### src/rtl/eirq_pkg.sv
package eirq_pkg;
  typedef enum logic [2:0] {
    SRC_CARRY  = 3'd0,
    SRC_BORROW = 3'd1,
    SRC_PIN    = 3'd2,
    SRC_EITHER = 3'd3,
    SRC_QUAD   = 3'd4
  } src_sel_e;

  localparam int unsigned NUM_SRC = 4;
  localparam logic [1:0] VEC_CH0  = 2'd0;
  localparam logic [1:0] VEC_CH1  = 2'd1;
  localparam logic [1:0] VEC_TICK = 2'd2;
endpackage

### src/rtl/eirq_rst_sync.sv
module eirq_rst_sync #(
  parameter int unsigned STAGES = 2
) (
  input  logic clk,
  input  logic rst_n,
  output logic rst_sync_n
);
  logic [STAGES-1:0] chain_q;

  always_ff @(posedge clk or negedge rst_n) begin
    if (!rst_n) chain_q <= '0;
    else        chain_q <= {chain_q[STAGES-2:0], 1'b1};
  end

  assign rst_sync_n = chain_q[STAGES-1];
endmodule

### src/rtl/eirq_strobe.sv
module eirq_strobe #(
  parameter int unsigned SAMPLE_DIV = 45
) (
  input  logic clk,
  input  logic rst_n,
  output logic smp_en
);
  generate
    if (SAMPLE_DIV <= 1) begin : g_every
      assign smp_en = 1'b1;
    end else begin : g_count
      localparam int unsigned CNT_W = $clog2(SAMPLE_DIV);
      localparam logic [CNT_W-1:0] LAST = CNT_W'(SAMPLE_DIV - 1);
      logic [CNT_W-1:0] cnt_q, cnt_d;
      logic             wrap;

      always_comb begin
        wrap  = (cnt_q == LAST);
        cnt_d = wrap ? '0 : cnt_q + 1'b1;
      end

      always_ff @(posedge clk or negedge rst_n) begin
        if (!rst_n) cnt_q <= '0;
        else        cnt_q <= cnt_d;
      end

      assign smp_en = wrap;
    end
  endgenerate
endmodule

### src/rtl/eirq_channel.sv
module eirq_channel
  import eirq_pkg::*;
#(
  parameter int unsigned SYNC_STAGES = 2
) (
  input  logic       clk,
  input  logic       rst_n,
  input  logic       smp_en,
  input  logic [2:0] sel,
  input  logic       carry_n,
  input  logic       borrow_n,
  input  logic       pin_n,
  input  logic       quad_n,
  input  logic       ack,
  output logic       pend,
  output logic       status
);
  logic [NUM_SRC-1:0] raw;
  logic [NUM_SRC-1:0] stage_q [SYNC_STAGES];
  logic [NUM_SRC-1:0] safe;
  logic               line;
  logic               samp_q, samp_d;
  logic               pend_q, pend_d;
  logic               fall;

  assign raw = {quad_n, pin_n, borrow_n, carry_n};

  genvar s;
  generate
    for (s = 0; s < SYNC_STAGES; s++) begin : g_sync
      always_ff @(posedge clk or negedge rst_n) begin
        if (!rst_n) stage_q[s] <= '1;
        else if (s == 0) stage_q[s] <= raw;
        else             stage_q[s] <= stage_q[(s == 0) ? 0 : s-1];
      end
    end
  endgenerate

  assign safe = stage_q[SYNC_STAGES-1];

  always_comb begin
    case (sel)
      SRC_CARRY:  line = safe[0];
      SRC_BORROW: line = safe[1];
      SRC_PIN:    line = safe[2];
      SRC_EITHER: line = safe[0] & safe[1];
      SRC_QUAD:   line = safe[3];
      default:    line = 1'b1;
    endcase
  end

  always_comb begin
    fall   = smp_en & samp_q & ~line;
    samp_d = smp_en ? line : samp_q;
    pend_d = fall | (pend_q & ~ack);
  end

  always_ff @(posedge clk or negedge rst_n) begin
    if (!rst_n) begin
      samp_q <= 1'b1;
      pend_q <= 1'b0;
    end else begin
      samp_q <= samp_d;
      pend_q <= pend_d;
    end
  end

  assign pend   = pend_q;
  assign status = (sel == SRC_PIN) ? samp_q : 1'b1;
endmodule

### src/rtl/eirq_arbiter.sv
module eirq_arbiter
  import eirq_pkg::*;
(
  input  logic       clk,
  input  logic       rst_n,
  input  logic [1:0] pend,
  input  logic [1:0] ack,
  input  logic       tick_req,
  input  logic       tick_done,
  output logic       valid,
  output logic [1:0] vec_id
);
  logic       tick_pend_q, tick_pend_d;
  logic       tick_busy_q, tick_busy_d;
  logic       ext_busy_q, ext_busy_d;
  logic       ext_ch_q, ext_ch_d;
  logic       valid_q, valid_d;
  logic [1:0] id_q, id_d;
  logic [1:0] live;
  logic       tick_want, give_tick, give_ext, pick;

  always_comb begin
    live      = pend & ~ack;
    tick_want = tick_pend_q | tick_req;
    give_tick = tick_want & ~tick_busy_q;
    give_ext  = ~give_tick & ~tick_busy_q & ~ext_busy_q & (|live);
    pick      = live[1];

    tick_pend_d = tick_want & ~give_tick;
    tick_busy_d = give_tick | (tick_busy_q & ~tick_done);

    ext_busy_d = ext_busy_q;
    ext_ch_d   = ext_ch_q;
    if (give_ext) begin
      ext_busy_d = 1'b1;
      ext_ch_d   = pick;
    end else if (ext_busy_q && ack[ext_ch_q]) begin
      ext_busy_d = 1'b0;
    end

    valid_d = give_tick | give_ext;
    if (give_tick)     id_d = VEC_TICK;
    else if (give_ext) id_d = pick ? VEC_CH1 : VEC_CH0;
    else               id_d = id_q;
  end

  always_ff @(posedge clk or negedge rst_n) begin
    if (!rst_n) begin
      tick_pend_q <= 1'b0;
      tick_busy_q <= 1'b0;
      ext_busy_q  <= 1'b0;
      ext_ch_q    <= 1'b0;
      valid_q     <= 1'b0;
      id_q        <= VEC_CH0;
    end else begin
      tick_pend_q <= tick_pend_d;
      tick_busy_q <= tick_busy_d;
      ext_busy_q  <= ext_busy_d;
      ext_ch_q    <= ext_ch_d;
      valid_q     <= valid_d;
      id_q        <= id_d;
    end
  end

  assign valid  = valid_q;
  assign vec_id = id_q;
endmodule

### src/rtl/edge_irq_ctrl.sv
module edge_irq_ctrl
  import eirq_pkg::*;
#(
  parameter int unsigned SAMPLE_DIV  = 45,
  parameter int unsigned SYNC_STAGES = 2
) (
  input  logic       clk,
  input  logic       rst_n,
  input  logic [2:0] src_sel0,
  input  logic [2:0] src_sel1,
  input  logic [1:0] carry_n,
  input  logic [1:0] borrow_n,
  input  logic [1:0] pin_n,
  input  logic [1:0] quad_n,
  input  logic [1:0] int_ack,
  input  logic       tick_req,
  input  logic       tick_done,
  output logic       irq_valid,
  output logic [1:0] irq_id,
  output logic [1:0] line_status,
  output logic       wake
);
  localparam int unsigned NCH = 2;

  logic             rst_sync_n;
  logic             smp_en;
  logic [2:0]       sel_w [NCH];
  logic [NCH-1:0]   pend_w;

  assign sel_w[0] = src_sel0;
  assign sel_w[1] = src_sel1;

  eirq_rst_sync #(.STAGES(2)) u_rst (
    .clk(clk), .rst_n(rst_n), .rst_sync_n(rst_sync_n)
  );

  eirq_strobe #(.SAMPLE_DIV(SAMPLE_DIV)) u_strobe (
    .clk(clk), .rst_n(rst_sync_n), .smp_en(smp_en)
  );

  genvar c;
  generate
    for (c = 0; c < NCH; c++) begin : g_ch
      eirq_channel #(.SYNC_STAGES(SYNC_STAGES)) u_ch (
        .clk(clk), .rst_n(rst_sync_n), .smp_en(smp_en), .sel(sel_w[c]),
        .carry_n(carry_n[c]), .borrow_n(borrow_n[c]), .pin_n(pin_n[c]),
        .quad_n(quad_n[c]), .ack(int_ack[c]), .pend(pend_w[c]),
        .status(line_status[c])
      );
    end
  endgenerate

  eirq_arbiter u_arb (
    .clk(clk), .rst_n(rst_sync_n), .pend(pend_w), .ack(int_ack),
    .tick_req(tick_req), .tick_done(tick_done),
    .valid(irq_valid), .vec_id(irq_id)
  );

  assign wake = |pend_w;
endmodule

### config.mk
export PLATFORM = sky130hd
export DESIGN_NAME = edge_irq_ctrl
export DESIGN_NICKNAME = d
export VERILOG_FILES = /design/src/rtl/eirq_pkg.sv /design/src/rtl/eirq_rst_sync.sv /design/src/rtl/eirq_strobe.sv /design/src/rtl/eirq_channel.sv /design/src/rtl/eirq_arbiter.sv /design/src/rtl/edge_irq_ctrl.sv
export SDC_FILE = /design/constraint.sdc
export NUM_CORES = 1
export LEC_CHECK = 0
export CAP_MARGIN = 40
export CORE_AREA = 2 2 51 101
export CTS_CLUSTER_DIAMETER = 30
export DETAILED_ROUTE_END_ITERATION = 16
export DIE_AREA = 0 0 53 103
export GPL_TIMING_DRIVEN = 1
export HOLD_SLACK_MARGIN = 0.08
export PLACE_DENSITY_LB_ADDON = 0.2
export SYNTH_ARGS = -nofsm -noshare
export SYNTH_HDL_FRONTEND = slang
export SYNTH_SLANG_ARGS = --single-unit
### constraint.sdc
create_clock -name clk -period 2.3 [get_ports clk]
set_clock_uncertainty 0.15 [all_clocks]
set_input_delay 0.69 -clock clk [delete_from_list [all_inputs] [get_ports clk]]
set_output_delay 0.69 -clock clk [all_outputs]
set_load 0.005 [all_outputs]
==> results.md, run 1 <==
* DRT Pass-1 Iters at 4
* Post-DP HPWL at 1590 µm
* Largest area contributor in the netlist: dfstp_2
* H-tree levels at 2
* Reg clk slew, reported paths at 0.07 ns
* Worst hold path class: register to register
* Die width at 53 µm
* Placed Cells at 196
* Area contributors post-synth: dfstp_2, dfrtp_1, nor2_1
* Hold path cells at 0
* Worst r2r path cells at 5
* Post-synth top area share at 34.8%
* Fin crit period at 2.27 ns
* Final setup margin at 0.0274 ns
* Synth cell types at 30
* Layout cells sized above 1 at 32.9%
* Via count at 913
* Syn. warnings at 0
* Die ar. at 5460 µm²
* Final Cycle Share at 98.8%
* Worst path required time at 1.46 ns
* P_leak at 0.000851 µW
* Global-route wire length before repair at 3880 µm
* Wirelength per Cell at 10.9 µm
* Unrepaired setup endpoints after global routing: no
* Final Routed Wirelength at 2240 µm
* Initial drt markers at 22
* Mapped Area at 1360 µm²
* Initial Util at 28.8%
* GRT Total Usage at 10.0%
* Yosys reg bits at 35
* Antenna Nets Post-Route at 0
* Clk Latency, worst-skew pair at 0.29 ns
* Area grow syn2layout at 37.4%
* Via/cell ratio at 4.43
* Syn nets at 131
* Sequential share of the synthesized area at 66.1%
* Final Instance Count excl. Fillers at 206
* Initial antenna violation count at 0
* Result of the run: complete, no violations
* # port buffers at 25
* Avg Cell Area, Syn at 12.5 µm²
* TritonCTS Buffers at 5
* CTS tree: done
* Number of global-route vias before repair at 912
* WS Path Type: primary input to output port
* Total gr overflow at 0
* Cell count after synthesis at 109
* Chip height at 103 µm
* Placement Rows at 36
* Largest net degree at the start of global routing at 21
* Crit end category: output port
* CORE AREA at 4730 µm²
* Layout Utilization at 39.5%
* Root buf cell: clkbuf_8
* Critical Path AT at 1.43 ns
* Worst VDD drop at 0.000526 V
* Peak Freq at 440 MHz
* CTS Sinks at 35
* Power Density at 774 nW/µm²
* Crit-path max FO at 2
* CP startpoint kind: primary input
* Max Cap Violations at 0
* Clock tree buffer depth at 2
* Final setup fails at 0
* Residual DRC at 0
* N_diodes at 0
* # nets final at 170
* RD Place Congestion at 0.691
* Final max-slew violation count at 0
* # IOs at 26
* Hold Vio Cnt, Final at 0
* # fillers at 483
* Pre-CTS WS at -0.585 ns
Yosys cell counts, drive strengths merged:
library cell,instances
nand4,1
nand2,10
xnor2,1
nor2,13
o21ai,5
nor4,1
nor4b,2
dfstp,18
o211ai,1
nand2b,4
a41o,2
inv,6
a31oi,2
ha,2
a22oi,2
nor2b,3
nand3,3
conb,1
mux2i,1
or2,1
xor2,3
a21oi,3
and3,1
or3,2
dfrtp,17
buf,3
nor3,1
critical path, stage by stage:
cell	delay (ns)
clkdlybuf4s15_1	0.18
nand2b_4	0.14
or3_1	0.29
buf_2	0.13
placed cells by master, fill, tap and decap left out, drive strengths merged:
master / count
a21oi: 3
a22oi: 2
a31oi: 2
a41o: 2
and3: 1
buf: 12
bufinv: 2
clkbuf: 5
clkdlybuf4s15: 1
clkdlybuf4s50: 17
clkinvlp: 1
conb: 1
dfrtp: 17
dfstp: 18
dlygate4sd2: 3
dlygate4sd3: 2
ha: 2
inv: 6
mux2i: 1
nand2: 10
nand2b: 4
nand3: 3
nand4: 1
nor2: 13
nor2b: 3
nor3: 1
nor4: 1
nor4b: 2
o211ai: 1
o21ai: 5
or2: 1
or3: 2
xnor2: 1
xor2: 3
per-stage QoR:
step           hold WS (ns)  cell area (µm²)  setup TNS [ns]  power (µW)
6_report              0.206             1870               0        1450
5_1_grt               0.213             1870               0        1510
4_1_cts               0.207             1870               0        1470
3_5_place_dp         0.0524             1720           -1.12         808
3_3_place_gp         0.0499             1720           -1.13         806
2_1_floorplan         0.181             1360               0         734
area by class of cell:
cell class,instances,area [µm²],share of cell area (%)
clock buffers,5,68.8,3.68
repair buffers,35,307,16.4
well taps,57,71.3,3.82
clock inverters,3,67.6,3.62
inverters,6,22.5,1.21
multi-input cells,65,433,23.2
flip-flops and latches,35,898,48.1
power by group:
group	internal, µW	switching [µW]	leakage (µW)
Sequential	662	21.3	0.000401
Clock	432	217	0.0000644
Combinational	67.2	45.2	0.000385
registers in the layout, indices dropped and copies added, names as in the netlist:
name,count
u_arb.vec_id,2
u_strobe.g_count.cnt_q,6
u_arb.tick_busy_q,1
g_ch.u_ch.samp_q,2
u_arb.valid,1
g_ch.u_ch.pend,2
u_rst.chain_q,2
u_arb.tick_pend_q,1
u_arb.ext_ch_q,1
g_ch.u_ch.safe,8
g_ch.u_ch.stage_q,8
u_arb.ext_busy_q,1
per-layer routing:
metal / GRT usage (%) / wire length (µm) / vias to the layer above
met5: 0 / 0 / -
li1: - / - / 440
met1: 11.2 / 916 / 442
met4: 6.51 / 70 / 0
met2: 15.7 / 1110 / 26
met3: 3.62 / 145 / 5
path summary, 6_finish.rpt:
kind | start | end | slack, ns
max in group asynchronous | u_rst.chain_q[1] | g_ch[0].u_ch.samp_q | 1.12
min reg2reg | g_ch[1].u_ch.stage_q[7] | g_ch[1].u_ch.safe[3] | 0.21
min | g_ch[1].u_ch.stage_q[7] | g_ch[1].u_ch.safe[3] | 0.21
max | src_sel0[0] | line_status[0] | 0.03
max reg2reg | u_strobe.g_count.cnt_q[0] | g_ch[0].u_ch.pend | 0.72
min in group asynchronous | rst_n | u_rst.chain_q[1] | 0.42
timing repair:
action	in CTS	in global routing
hold endpoints to repair	13	0
pin swaps	1	1
hold buffers	2	0
gates resized for setup	22	2
buffers inserted	0	0
cloned	0	0
setup endpoints to repair	2	1
kinds of logic (layout without fill, tap and decap cells):
family / after synthesis / in the layout / synth area share, %
buffers and inverters: 9 / 49 / 3.59
AND/OR/NAND/NOR: 42 / 42 / 17.8
flip-flops: 35 / 35 / 66.1
XOR/XNOR: 4 / 4 / 2.58
AO/OA/AOI/OAI: 15 / 15 / 7.17
other: 1 / 1 / 0.276
adder cells (fa/ha/maj): 2 / 2 / 1.84
multiplexers: 1 / 1 / 0.736
Note: power is estimated with default switching activity, not from simulation.
==> run 2, diff against run 1 <==
--- a/config.mk
+++ b/config.mk
@@ -16,3 +16,4 @@
 export SYNTH_ARGS = -nofsm -noshare
 export SYNTH_HDL_FRONTEND = slang
 export SYNTH_SLANG_ARGS = --single-unit
+export TNS_END_PERCENT = 1
==> results of run 2 <==
Same layout as run 1: the final DEF is identical, and so are final timing and power.
